## config.mk

```make
export PLATFORM = sky130hd
export DESIGN_NAME = cache_flush_seq
export DESIGN_NICKNAME = d
export VERILOG_FILES = /design/src/rtl/cfs_pkg.sv /design/src/rtl/cfs_trigger.sv /design/src/rtl/cfs_scan_ctr.sv /design/src/rtl/cfs_burst.sv /design/src/rtl/cache_flush_seq.sv
export SDC_FILE = /design/constraint.sdc
export NUM_CORES = 1
export LEC_CHECK = 0
export BUFFER_PORTS_ARGS = -buffer_cell sky130_fd_sc_hd__buf_4
export CAP_MARGIN = 20
export CORE_MARGIN = 2
export CORE_UTILIZATION = 35
export CTS_BUF_LIST = sky130_fd_sc_hd__clkbuf_8
export DETAILED_ROUTE_END_ITERATION = 12
export HOLD_SLACK_MARGIN = 0.06
export PLACE_DENSITY = 0.75
export SLEW_MARGIN = 10
export SYNTH_ARGS = -nofsm -noshare
export SYNTH_HDL_FRONTEND = slang
export SYNTH_SLANG_ARGS = --single-unit
```

## constraint.sdc

```tcl
create_clock -name clk -period 2.2 [get_ports clk]
set_input_delay 0.33 -clock clk [delete_from_list [all_inputs] [get_ports clk]]
set_output_delay 0.33 -clock clk [all_outputs]
set_load 0.05 [all_outputs]
```

## src/rtl/cfs_pkg.sv

```systemverilog
package cfs_pkg;
  typedef enum logic [1:0] {
    LN_I = 2'b00,
    LN_S = 2'b01,
    LN_E = 2'b10,
    LN_M = 2'b11
  } line_st_e;

  typedef enum logic [2:0] {
    SQ_IDLE, SQ_LOOK, SQ_EVAL, SQ_BURST, SQ_INVAL, SQ_ACK
  } seq_st_e;

  typedef enum logic [1:0] {
    B_IDLE, B_RD, B_CAP, B_SEND
  } burst_st_e;
endpackage

```

## src/rtl/cfs_trigger.sv

```systemverilog
module cfs_trigger (
  input  logic clk,
  input  logic rst_n,
  input  logic hw_i,
  input  logic sw_i,
  input  logic idle_i,
  output logic start_o
);
  logic hw_q, sw_q;

  always_ff @(posedge clk) begin
    if (!rst_n) begin
      hw_q <= 1'b0;
      sw_q <= 1'b0;
    end else begin
      hw_q <= hw_i;
      sw_q <= sw_i;
    end
  end

  // Only a fresh edge counts, and only while no flush is running.
  assign start_o = idle_i && ((hw_i && !hw_q) || (sw_i && !sw_q));
endmodule

```

## src/rtl/cfs_scan_ctr.sv

```systemverilog
module cfs_scan_ctr #(
  parameter int SETS = 128,
  parameter int WAYS = 2,
  localparam int SET_W = $clog2(SETS),
  localparam int WAY_W = $clog2(WAYS)
) (
  input  logic             clk,
  input  logic             rst_n,
  input  logic             clr_i,
  input  logic             step_line_i,
  input  logic             step_set_i,
  output logic [SET_W-1:0] set_o,
  output logic [WAY_W-1:0] way_o,
  output logic             last_line_o,
  output logic             last_set_o
);
  localparam logic [SET_W-1:0] SET_MAX = SET_W'(SETS - 1);
  localparam logic [WAY_W-1:0] WAY_MAX = WAY_W'(WAYS - 1);

  logic [SET_W-1:0] set_q;
  logic [WAY_W-1:0] way_q;

  always_ff @(posedge clk) begin
    if (!rst_n || clr_i) begin
      set_q <= '0;
      way_q <= '0;
    end else if (step_set_i) begin
      set_q <= set_q + 1'b1;
    end else if (step_line_i) begin
      if (way_q == WAY_MAX) begin
        way_q <= '0;
        set_q <= set_q + 1'b1;
      end else begin
        way_q <= way_q + 1'b1;
      end
    end
  end

  assign set_o       = set_q;
  assign way_o       = way_q;
  assign last_set_o  = (set_q == SET_MAX);
  assign last_line_o = (set_q == SET_MAX) && (way_q == WAY_MAX);

  // after the highest way of a set, the scan moves to the next set
  assert_set_wrap_R2: assert property (@(posedge clk) disable iff (!rst_n)
    (step_line_i && !step_set_i && !clr_i && way_q == WAY_MAX) |=>
      (way_q == '0) && (set_q == $past(set_q) + 1'b1));
endmodule

```

## src/rtl/cfs_burst.sv

```systemverilog
module cfs_burst
  import cfs_pkg::*;
#(
  parameter int ADDR_W = 32,
  parameter int DATA_W = 64,
  parameter int BEATS  = 4,
  parameter int SET_W  = 7,
  parameter int WAY_W  = 1,
  localparam int BEAT_W = $clog2(BEATS),
  localparam int BYTE_W = $clog2(DATA_W / 8),
  localparam int TAG_W  = ADDR_W - SET_W - BEAT_W - BYTE_W
) (
  input  logic              clk,
  input  logic              rst_n,
  input  logic              start_i,
  input  logic [TAG_W-1:0]  tag_i,
  input  logic [SET_W-1:0]  set_i,
  input  logic [WAY_W-1:0]  way_i,
  output logic              rd_en_o,
  output logic [SET_W-1:0]  rd_set_o,
  output logic [WAY_W-1:0]  rd_way_o,
  output logic [BEAT_W-1:0] rd_beat_o,
  input  logic [DATA_W-1:0] rd_data_i,
  output logic              wb_valid_o,
  input  logic              wb_ready_i,
  output logic [ADDR_W-1:0] wb_addr_o,
  output logic [DATA_W-1:0] wb_data_o,
  output logic              wb_last_o,
  output logic              done_o
);
  localparam logic [BEAT_W-1:0] BEAT_MAX = BEAT_W'(BEATS - 1);

  burst_st_e         st_q;
  logic [BEAT_W-1:0] beat_q;
  logic [TAG_W-1:0]  tag_q;
  logic [SET_W-1:0]  set_q;
  logic [WAY_W-1:0]  way_q;
  logic [DATA_W-1:0] data_q;
  logic              done_q;

  always_ff @(posedge clk) begin
    if (!rst_n) begin
      st_q   <= B_IDLE;
      beat_q <= '0;
      tag_q  <= '0;
      set_q  <= '0;
      way_q  <= '0;
      data_q <= '0;
      done_q <= 1'b0;
    end else begin
      done_q <= 1'b0;
      case (st_q)
        B_IDLE: if (start_i) begin
          tag_q  <= tag_i;
          set_q  <= set_i;
          way_q  <= way_i;
          beat_q <= '0;
          st_q   <= B_RD;
        end
        B_RD:  st_q <= B_CAP;
        B_CAP: begin
          data_q <= rd_data_i;
          st_q   <= B_SEND;
        end
        B_SEND: if (wb_ready_i) begin
          if (beat_q == BEAT_MAX) begin
            st_q   <= B_IDLE;
            done_q <= 1'b1;
          end else begin
            beat_q <= beat_q + 1'b1;
            st_q   <= B_RD;
          end
        end
        default: st_q <= B_IDLE;
      endcase
    end
  end

  assign rd_en_o    = (st_q == B_RD);
  assign rd_set_o   = set_q;
  assign rd_way_o   = way_q;
  assign rd_beat_o  = beat_q;
  assign wb_valid_o = (st_q == B_SEND);
  assign wb_addr_o  = {tag_q, set_q, beat_q, {BYTE_W{1'b0}}};
  assign wb_data_o  = data_q;
  assign wb_last_o  = wb_valid_o && (beat_q == BEAT_MAX);
  assign done_o     = done_q;

  // a stalled beat holds every field until it is accepted
  assert_beat_hold_R4: assert property (@(posedge clk) disable iff (!rst_n)
    (wb_valid_o && !wb_ready_i) |=> (wb_valid_o && $stable(wb_addr_o) &&
      $stable(wb_data_o) && $stable(wb_last_o)));

  // a burst ends only after its last beat was taken
  assert_done_after_last_R3: assert property (@(posedge clk) disable iff (!rst_n)
    done_o |-> $past(wb_valid_o && wb_ready_i && wb_last_o));

  // each offered beat was fetched from the data array first
  assert_fetch_first_R3: assert property (@(posedge clk) disable iff (!rst_n)
    $rose(wb_valid_o) |-> $past(rd_en_o, 2));
endmodule

```

## src/rtl/cache_flush_seq.sv

```systemverilog
module cache_flush_seq
  import cfs_pkg::*;
#(
  parameter int SETS   = 128,
  parameter int WAYS   = 2,
  parameter int BEATS  = 4,
  parameter int ADDR_W = 32,
  parameter int DATA_W = 64,
  localparam int SET_W  = $clog2(SETS),
  localparam int WAY_W  = $clog2(WAYS),
  localparam int BEAT_W = $clog2(BEATS),
  localparam int BYTE_W = $clog2(DATA_W / 8),
  localparam int TAG_W  = ADDR_W - SET_W - BEAT_W - BYTE_W
) (
  input  logic              clk,
  input  logic              rst_n,
  input  logic              hw_flush_i,
  input  logic              sw_flush_i,
  output logic              busy_o,
  output logic              done_o,
  output logic              st_rd_en_o,
  output logic [SET_W-1:0]  st_rd_set_o,
  output logic [WAY_W-1:0]  st_rd_way_o,
  input  logic [1:0]        st_rd_state_i,
  input  logic [TAG_W-1:0]  st_rd_tag_i,
  output logic              dat_rd_en_o,
  output logic [SET_W-1:0]  dat_rd_set_o,
  output logic [WAY_W-1:0]  dat_rd_way_o,
  output logic [BEAT_W-1:0] dat_rd_beat_o,
  input  logic [DATA_W-1:0] dat_rd_data_i,
  output logic              inv_en_o,
  output logic [SET_W-1:0]  inv_set_o,
  output logic              wb_valid_o,
  input  logic              wb_ready_i,
  output logic [ADDR_W-1:0] wb_addr_o,
  output logic [DATA_W-1:0] wb_data_o,
  output logic              wb_last_o,
  output logic              fack_valid_o,
  input  logic              fack_ready_i
);
  seq_st_e          seq_q, seq_d;
  logic             start, ctr_clr, step_line, step_set, burst_go, burst_done;
  logic             last_line, last_set, done_q;
  logic [SET_W-1:0] set_idx;
  logic [WAY_W-1:0] way_idx;

  cfs_trigger u_trig (
    .clk     (clk),
    .rst_n   (rst_n),
    .hw_i    (hw_flush_i),
    .sw_i    (sw_flush_i),
    .idle_i  (seq_q == SQ_IDLE),
    .start_o (start)
  );

  cfs_scan_ctr #(.SETS(SETS), .WAYS(WAYS)) u_scan (
    .clk         (clk),
    .rst_n       (rst_n),
    .clr_i       (ctr_clr),
    .step_line_i (step_line),
    .step_set_i  (step_set),
    .set_o       (set_idx),
    .way_o       (way_idx),
    .last_line_o (last_line),
    .last_set_o  (last_set)
  );

  cfs_burst #(
    .ADDR_W(ADDR_W), .DATA_W(DATA_W), .BEATS(BEATS),
    .SET_W(SET_W), .WAY_W(WAY_W)
  ) u_burst (
    .clk        (clk),
    .rst_n      (rst_n),
    .start_i    (burst_go),
    .tag_i      (st_rd_tag_i),
    .set_i      (set_idx),
    .way_i      (way_idx),
    .rd_en_o    (dat_rd_en_o),
    .rd_set_o   (dat_rd_set_o),
    .rd_way_o   (dat_rd_way_o),
    .rd_beat_o  (dat_rd_beat_o),
    .rd_data_i  (dat_rd_data_i),
    .wb_valid_o (wb_valid_o),
    .wb_ready_i (wb_ready_i),
    .wb_addr_o  (wb_addr_o),
    .wb_data_o  (wb_data_o),
    .wb_last_o  (wb_last_o),
    .done_o     (burst_done)
  );

  always_comb begin
    seq_d        = seq_q;
    ctr_clr      = 1'b0;
    step_line    = 1'b0;
    step_set     = 1'b0;
    burst_go     = 1'b0;
    st_rd_en_o   = 1'b0;
    inv_en_o     = 1'b0;
    fack_valid_o = 1'b0;
    case (seq_q)
      SQ_IDLE: if (start) begin
        ctr_clr = 1'b1;
        seq_d   = SQ_LOOK;
      end
      SQ_LOOK: begin
        st_rd_en_o = 1'b1;
        seq_d      = SQ_EVAL;
      end
      SQ_EVAL: begin
        if (st_rd_state_i == LN_M) begin
          burst_go = 1'b1;
          seq_d    = SQ_BURST;
        end else if (last_line) begin
          ctr_clr = 1'b1;
          seq_d   = SQ_INVAL;
        end else begin
          step_line = 1'b1;
          seq_d     = SQ_LOOK;
        end
      end
      SQ_BURST: if (burst_done) begin
        if (last_line) begin
          ctr_clr = 1'b1;
          seq_d   = SQ_INVAL;
        end else begin
          step_line = 1'b1;
          seq_d     = SQ_LOOK;
        end
      end
      SQ_INVAL: begin
        inv_en_o = 1'b1;
        if (last_set) seq_d = SQ_ACK;
        else          step_set = 1'b1;
      end
      SQ_ACK: begin
        fack_valid_o = 1'b1;
        if (fack_ready_i) seq_d = SQ_IDLE;
      end
      default: seq_d = SQ_IDLE;
    endcase
  end

  always_ff @(posedge clk) begin
    if (!rst_n) begin
      seq_q  <= SQ_IDLE;
      done_q <= 1'b0;
    end else begin
      seq_q  <= seq_d;
      done_q <= (seq_q == SQ_ACK) && fack_ready_i;
    end
  end

  assign st_rd_set_o = set_idx;
  assign st_rd_way_o = way_idx;
  assign inv_set_o   = set_idx;
  assign busy_o      = (seq_q != SQ_IDLE);
  assign done_o      = done_q;

  // no invalidation while any write-back traffic is in flight
  assert_inv_quiet_R5: assert property (@(posedge clk) disable iff (!rst_n)
    inv_en_o |-> (!wb_valid_o && !dat_rd_en_o));

  // the acknowledge request is held until taken
  assert_ack_hold_R6: assert property (@(posedge clk) disable iff (!rst_n)
    (fack_valid_o && !fack_ready_i) |=> fack_valid_o);

  // the acknowledge follows the strobe of the final set
  assert_ack_after_inv_R6: assert property (@(posedge clk) disable iff (!rst_n)
    $rose(fack_valid_o) |-> ($past(inv_en_o) && $past(inv_set_o) == SET_W'(SETS - 1)));

  // every flush activity is covered by busy
  assert_busy_cover_R7: assert property (@(posedge clk) disable iff (!rst_n)
    (st_rd_en_o || wb_valid_o || inv_en_o || fack_valid_o) |-> busy_o);

  // the completion pulse lasts one cycle and busy is already low
  assert_done_pulse_R7: assert property (@(posedge clk) disable iff (!rst_n)
    done_o |-> (!busy_o && $past(fack_valid_o && fack_ready_i)) ##1 !done_o);
endmodule

```

# Word level (Yosys, flattened, before mapping)
# Index checks and enable logic that the tools add are counted.
dict set report word_totals {
  n_memories 0
  inputBits 92
  latchBits 0
  out_inout_bits 129
  rom_bits 0
  wordCells 95
  ram_bits 0
  regBits 111
}
dict set report classes {
  mux 36
  n_eq_ne 18
  reduce_logical 24
  n_addsub 3
  mul 0
  magnitude_cmp 0
  n_bitwise 1
  shifts 0
  n_div 0
}
# cell count
set op_table {}
lappend op_table {{$mux W7} 3}
lappend op_table {{$mux W3} 6}
lappend op_table {{$pmux W3 S6} 1}
lappend op_table {{$mux W1} 17}
lappend op_table {{$ne A2 B2 Y1 const B} 6}
lappend op_table {{$mux W2} 5}
lappend op_table {{$eq A2 B2 Y1 const B} 4}
lappend op_table {{$pmux W2 S4} 1}
lappend op_table {{$reduce_and A2 Y1} 4}
lappend op_table {{$reduce_and A4 Y1} 2}
lappend op_table {{$add A7 B1 Y7 const B} 1}
lappend op_table {{$eq A7 B7 Y1 const B} 1}
lappend op_table {{$eq A3 B2 Y1 const B} 2}
lappend op_table {{$eq A3 B3 Y1 const B} 2}
lappend op_table {{$logic_and A1 B1 Y1} 6}
lappend op_table {{$reduce_bool A2 Y1} 3}
lappend op_table {{$pmux W2 S2} 1}
lappend op_table {{$eq A3 B1 Y1 const B} 1}
lappend op_table {{$logic_not A1 Y1} 3}
lappend op_table {{$logic_not A3 Y1} 1}
lappend op_table {{$pmux W1 S3} 1}
lappend op_table {{$reduce_and A3 Y1} 1}
lappend op_table {{$reduce_bool A3 Y1} 1}
lappend op_table {{$add A2 B1 Y2 const B} 1}
lappend op_table {{other kinds (7)} 8}

# Depth between registers and ports, before layout
dict set report depth {
  word_depth 7
  depth_mapped 8
}

# Hierarchy
# Synthesis repeated with hierarchy kept, for this count alone.
dict set report unflattened {
  cells_unflattened 474
  hier_area_um2 4648.2
}
# mod cells_per_inst area_per_inst_um2 instances
set modules_own_cells {}
lappend modules_own_cells {cfs_burst 377 3813.7 1}
lappend modules_own_cells {cache_flush_seq 47 381.6 1}
lappend modules_own_cells {cfs_scan_ctr 43 376.6 1}
lappend modules_own_cells {cfs_trigger 7 76.3 1}

# Worst setup path after synthesis
# OpenSTA, ideal clock, no wires.
dict set report synth_path {
  kind {reg-to-reg}
  start {register seq_q[0]}
  end {register u_scan.set_q[3] (netlist: u_scan.set_o[3])}
  path_buffers 1
  arrival_time_ns 2.497
  stages_incl_launch_ff 7
  required_ns 2.069
  slack_ns -0.429
  synth_period_minus_slack_ns 2.629
  cell_sequence {dfxtp_1 -> clkbuf_1 -> nor3b_1 -> a41oi_2 -> nor4b_2 -> xnor2_1 -> nor2_1}
}
dict set report synth_via {
  elab_chain_cells 5
  word_cells_on_any_way 14
  cone_classes {eq/ne: 3; mux: 5; reduce/logical: 6}
}
# item line
set synth_rtl {}
lappend synth_rtl {{start, declared} cache_flush_seq.sv:41} ;# seq_st_e seq_q, seq_d;
lappend synth_rtl {{start signal, assigned} cache_flush_seq.sv:148} ;# seq_q <= seq_d;
lappend synth_rtl {{$logic_not A3 Y1} {cache_flush_seq.sv:52, cache_flush_seq.sv:100}}
lappend synth_rtl {{$logic_and A1 B1 Y1} cfs_trigger.sv:22} ;# assign start_o = idle_i && ((hw_i && !hw_q) || (sw_i && !sw_q));
lappend synth_rtl {{$mux W1} cache_flush_seq.sv:101} ;# SQ_IDLE: if (start) begin
lappend synth_rtl {{$pmux W1 S3} cache_flush_seq.sv:100} ;# case (seq_q)
lappend synth_rtl {{$logic_or A1 B1 Y1} cfs_scan_ctr.sv:24} ;# if (!rst_n || clr_i) begin
lappend synth_rtl {{end signal, assigned} cfs_scan_ctr.sv:28} ;# set_q <= set_q + 1'b1;
lappend synth_rtl {{end signal, assigned} cfs_scan_ctr.sv:32} ;# set_q <= set_q + 1'b1;
lappend synth_rtl {{end, declared} cfs_scan_ctr.sv:20} ;# logic [SET_W-1:0] set_q;
# Several ways; a longest one is shown, not always the timed one.
# A chain may end at the register's enable or synchronous reset.

# Final worst setup path
dict set report layout_path {
  start {register seq_q[1]}
  end {register u_scan.set_q[3] (netlist: u_scan.set_o[3])}
}
# The elaborated chain is that of the path after synthesis.

==> flow_summary.toml <==
[synth]
synth-edff-count = 0
synth_seq_cells = 111
syn_avg_cell_area_um2 = 9.83
synth_cell_types = 43
post-synth-top-area-fraction_pct = 48.4
netlist_top_cells_count = "111 x dfxtp_1, 66 x nor2b_1, 65 x mux2i_1"
yosys_warnings = 0
syn_inst = 467
synth-seq-area-share_pct = 48.4
synthesis.area_um2 = 4590
synth.most_common_cell = "dfxtp_1"
yosysTopAreaCell = "dfxtp_1"
synth_top_flop_cell = "dfxtp_1"
netlist_top_cells_area = "dfxtp_1 48%, mux2i_1 14%, nor2b_1 9.0%"
synth-async-reset-ratio_pct = 0

[clock_tree]
root_buffer = "clkbuf_8"
hold_buffers = 0
cts_tree = "built"
ctsResizeCount = 0
cts_num_sinks = 111
cts_buffers = 9
cts.clk_slew.worst_paths_ns = 0.10
htreeDepth = 3
cts_setup_buffers = 0
clk_latency_ns = 0.37
cts.path.max_buffers = 2

[worst_setup_path]
r2r_end = "u_scan.set_o[3]$_SDFFE_PP0P_"
r2r_start = "seq_q[1]$_SDFFE_PN0P_"
crit_end = "u_scan.set_o[3]$_SDFFE_PP0P_"
cp-end-kind = "flip-flop"
arrival_ns = 2.27
worstSetupStartpoint = "seq_q[1]$_SDFFE_PN0P_"
critPathKind = "flip-flop to flip-flop"
cp-start-kind = "flip-flop"
cp.required_ns = 2.45
reg2regPathDepth = 5
reg2reg_slack_ns = 0.19
crit_path_max_fanout = 9

[routing]
drt_iter0_markers = 159
ant_nets = 0
vias_per_cell = 4.58
vias = 3833
first_pass_iters = 4
drc = 0
wire_per_inst_um = 13.7
wl_um = 11400

[power_and_ir_drop]
internal_power_mw = 2.99
total_power_mw = 4.40
ir_worst_vdd_uv = 281
power.share.clock_pct = 25.4
p_sw_share_pct = 32.1
p_leak_nw = 2.61
powerDensity_nw_per_um2 = 680
switchingPower_mw = 1.41
pwr-share-seq_pct = 49.3
power_frac_comb_pct = 25.3

[layout]
finalNetCount = 758
regArea_um2 = 2220
num_antenna_cells = 0
layout-drive-gt1-share_pct = 37.5
design_area_um2 = 6470
syn2layout_area_growth_pct = 41.0
fill_cells = 1195
multi_input_area_um2 = 2110

[placement]
gp_congestion = 0.796
placed_cell_area_um2 = 6300
io_buffers = 217
hpwl_um = 8770

[timing]
max_slew_margin_pct = 61.2
whs_ns = 0.174
clock-skew-final_ns = 0.00895
rsz0062_at_grt = "false"
fin_crit_ns = 2.01
post-route-period-util_pct = 91.6
hold_viol_final = 0
final.setup.tns_ns = 0
worst_pin_slew_ns = 0.581
finalMaxSlewViolations = 0
max_freq_ghz = 0.496
setup_viol = 0

[global_routing]
antenna_found_initial = 0
grt_usage_pct = 16.1
grt_pass1_wl_um = 18300
gr-total-overflow = 0
grt_max_degree = 44
grt_pass1_vias = 3773

[die]
die_h_um = 119
initial_utilization_pct = 36.1
io_pins = 221
coreArea_um2 = 12700
fp-row-count = 41
die_x_um = 119
dieArea_um2 = 14000

[hold_path]
hold_path_class = "primary input to flip-flop"

[run]
maxCapViolCount = 0

[status]
status = "finished clean"
==> how the worst min path moves through the flow <==
stage	start	end	depth (start not counted)
after CTS	hw_flush_i	u_trig.hw_q$_SDFF_PN0_	2
after global placement	u_burst.tag_q[15]$_SDFFE_PN0P_	u_burst.tag_q[15]$_SDFFE_PN0P_	2
after floorplan	hw_flush_i	u_trig.hw_q$_SDFF_PN0_	1
after detailed placement	u_burst.tag_q[16]$_SDFFE_PN0P_	u_burst.tag_q[16]$_SDFFE_PN0P_	2
after global routing	wb_ready_i	u_burst.done_o$_SDFF_PN0_	2
final	hw_flush_i	u_trig.hw_q$_SDFF_PN0_	2
==> layout make-up <==
class	count	area share, %
tap	172	3.32
timing repair buffer	224	26.6
multi-input combinational	305	32.6
clock inverter	6	0.580
inverter	8	0.464
sequential	111	34.4
clock buffer	10	2.13
==> critical path, stage by stage (launching register included) <==
cell,delay [ns]
dfxtp_1,0.49
nor2b_1,0.46
a41oi_2,0.34
nor4b_2,0.36
xnor2_1,0.17
nor2_1,0.06
==> flip-flops by register name, summed over array words and instances (netlist names), 2 cells and up <==
| register | count |
|---|---|
| u_burst.wb_data_o | 64 |
| u_burst.tag_q | 20 |
| u_burst.rd_set_o | 7 |
| u_scan.set_o | 7 |
| seq_q | 3 |
| u_burst.rd_beat_o | 2 |
| u_burst.st_q | 2 |
==> layout by cell type (no fill, tap or decap), types with 3 or more instances in the layout <==
cell	instances
o21ai_0	4
a21oi_1	5
a21boi_0	29
nor2_1	16
nand2b_1	3
clkbuf_8	10
conb_1	3
buf_4	221
o22ai_1	3
mux2i_1	65
and3_1	3
nand3_1	5
nor2b_1	66
nand2_1	61
xnor2_1	5
ha_1	6
inv_1	9
and2_1	3
dfxtp_1	109
buf_12	3
==> power by group through the flow <==
stage	logic, mW	clock network [mW]	registers, mW
after CTS	1.12	1.17	2.17
after global placement	1.10	0	2.21
after detailed placement	1.12	0	2.21
final	1.12	1.12	2.17
after floorplan	0.509	0	2.45
after global routing	1.19	1.25	2.18
==> per-layer routing <==
metal  vias up  wire length, um  track usage [%]
li1       1909                -                -
met1      1777             4660             18.9
met2       129             5770             27.1
met3        18              697             4.20
met4         0              306             7.89
met5         -                0                0
==> through the flow <==
stage / cells / worst slack [ns] / util, %
after floorplan: 469 / 0.128 / -
after global placement: 820 / 0.327 / 49.5
after detailed placement: 820 / 0.222 / 49.5
after CTS: 836 / 0.200 / 50.9
after global routing: 836 / 0.00460 / 50.9
final: 836 / 0.185 / 50.9
==> cells by family after synthesis <==
kind of cell	share of synthesized area, %
adders and majority gates	1.91
AOI/OAI and AO/OA	8.64
xor gates and xnor gates	0.954
and+or+nand+nor	19.7
muxes	14.2
DFF	48.4
other	0.0817
buffers and inverters	6.19
(Power assumes the default switching activity.)
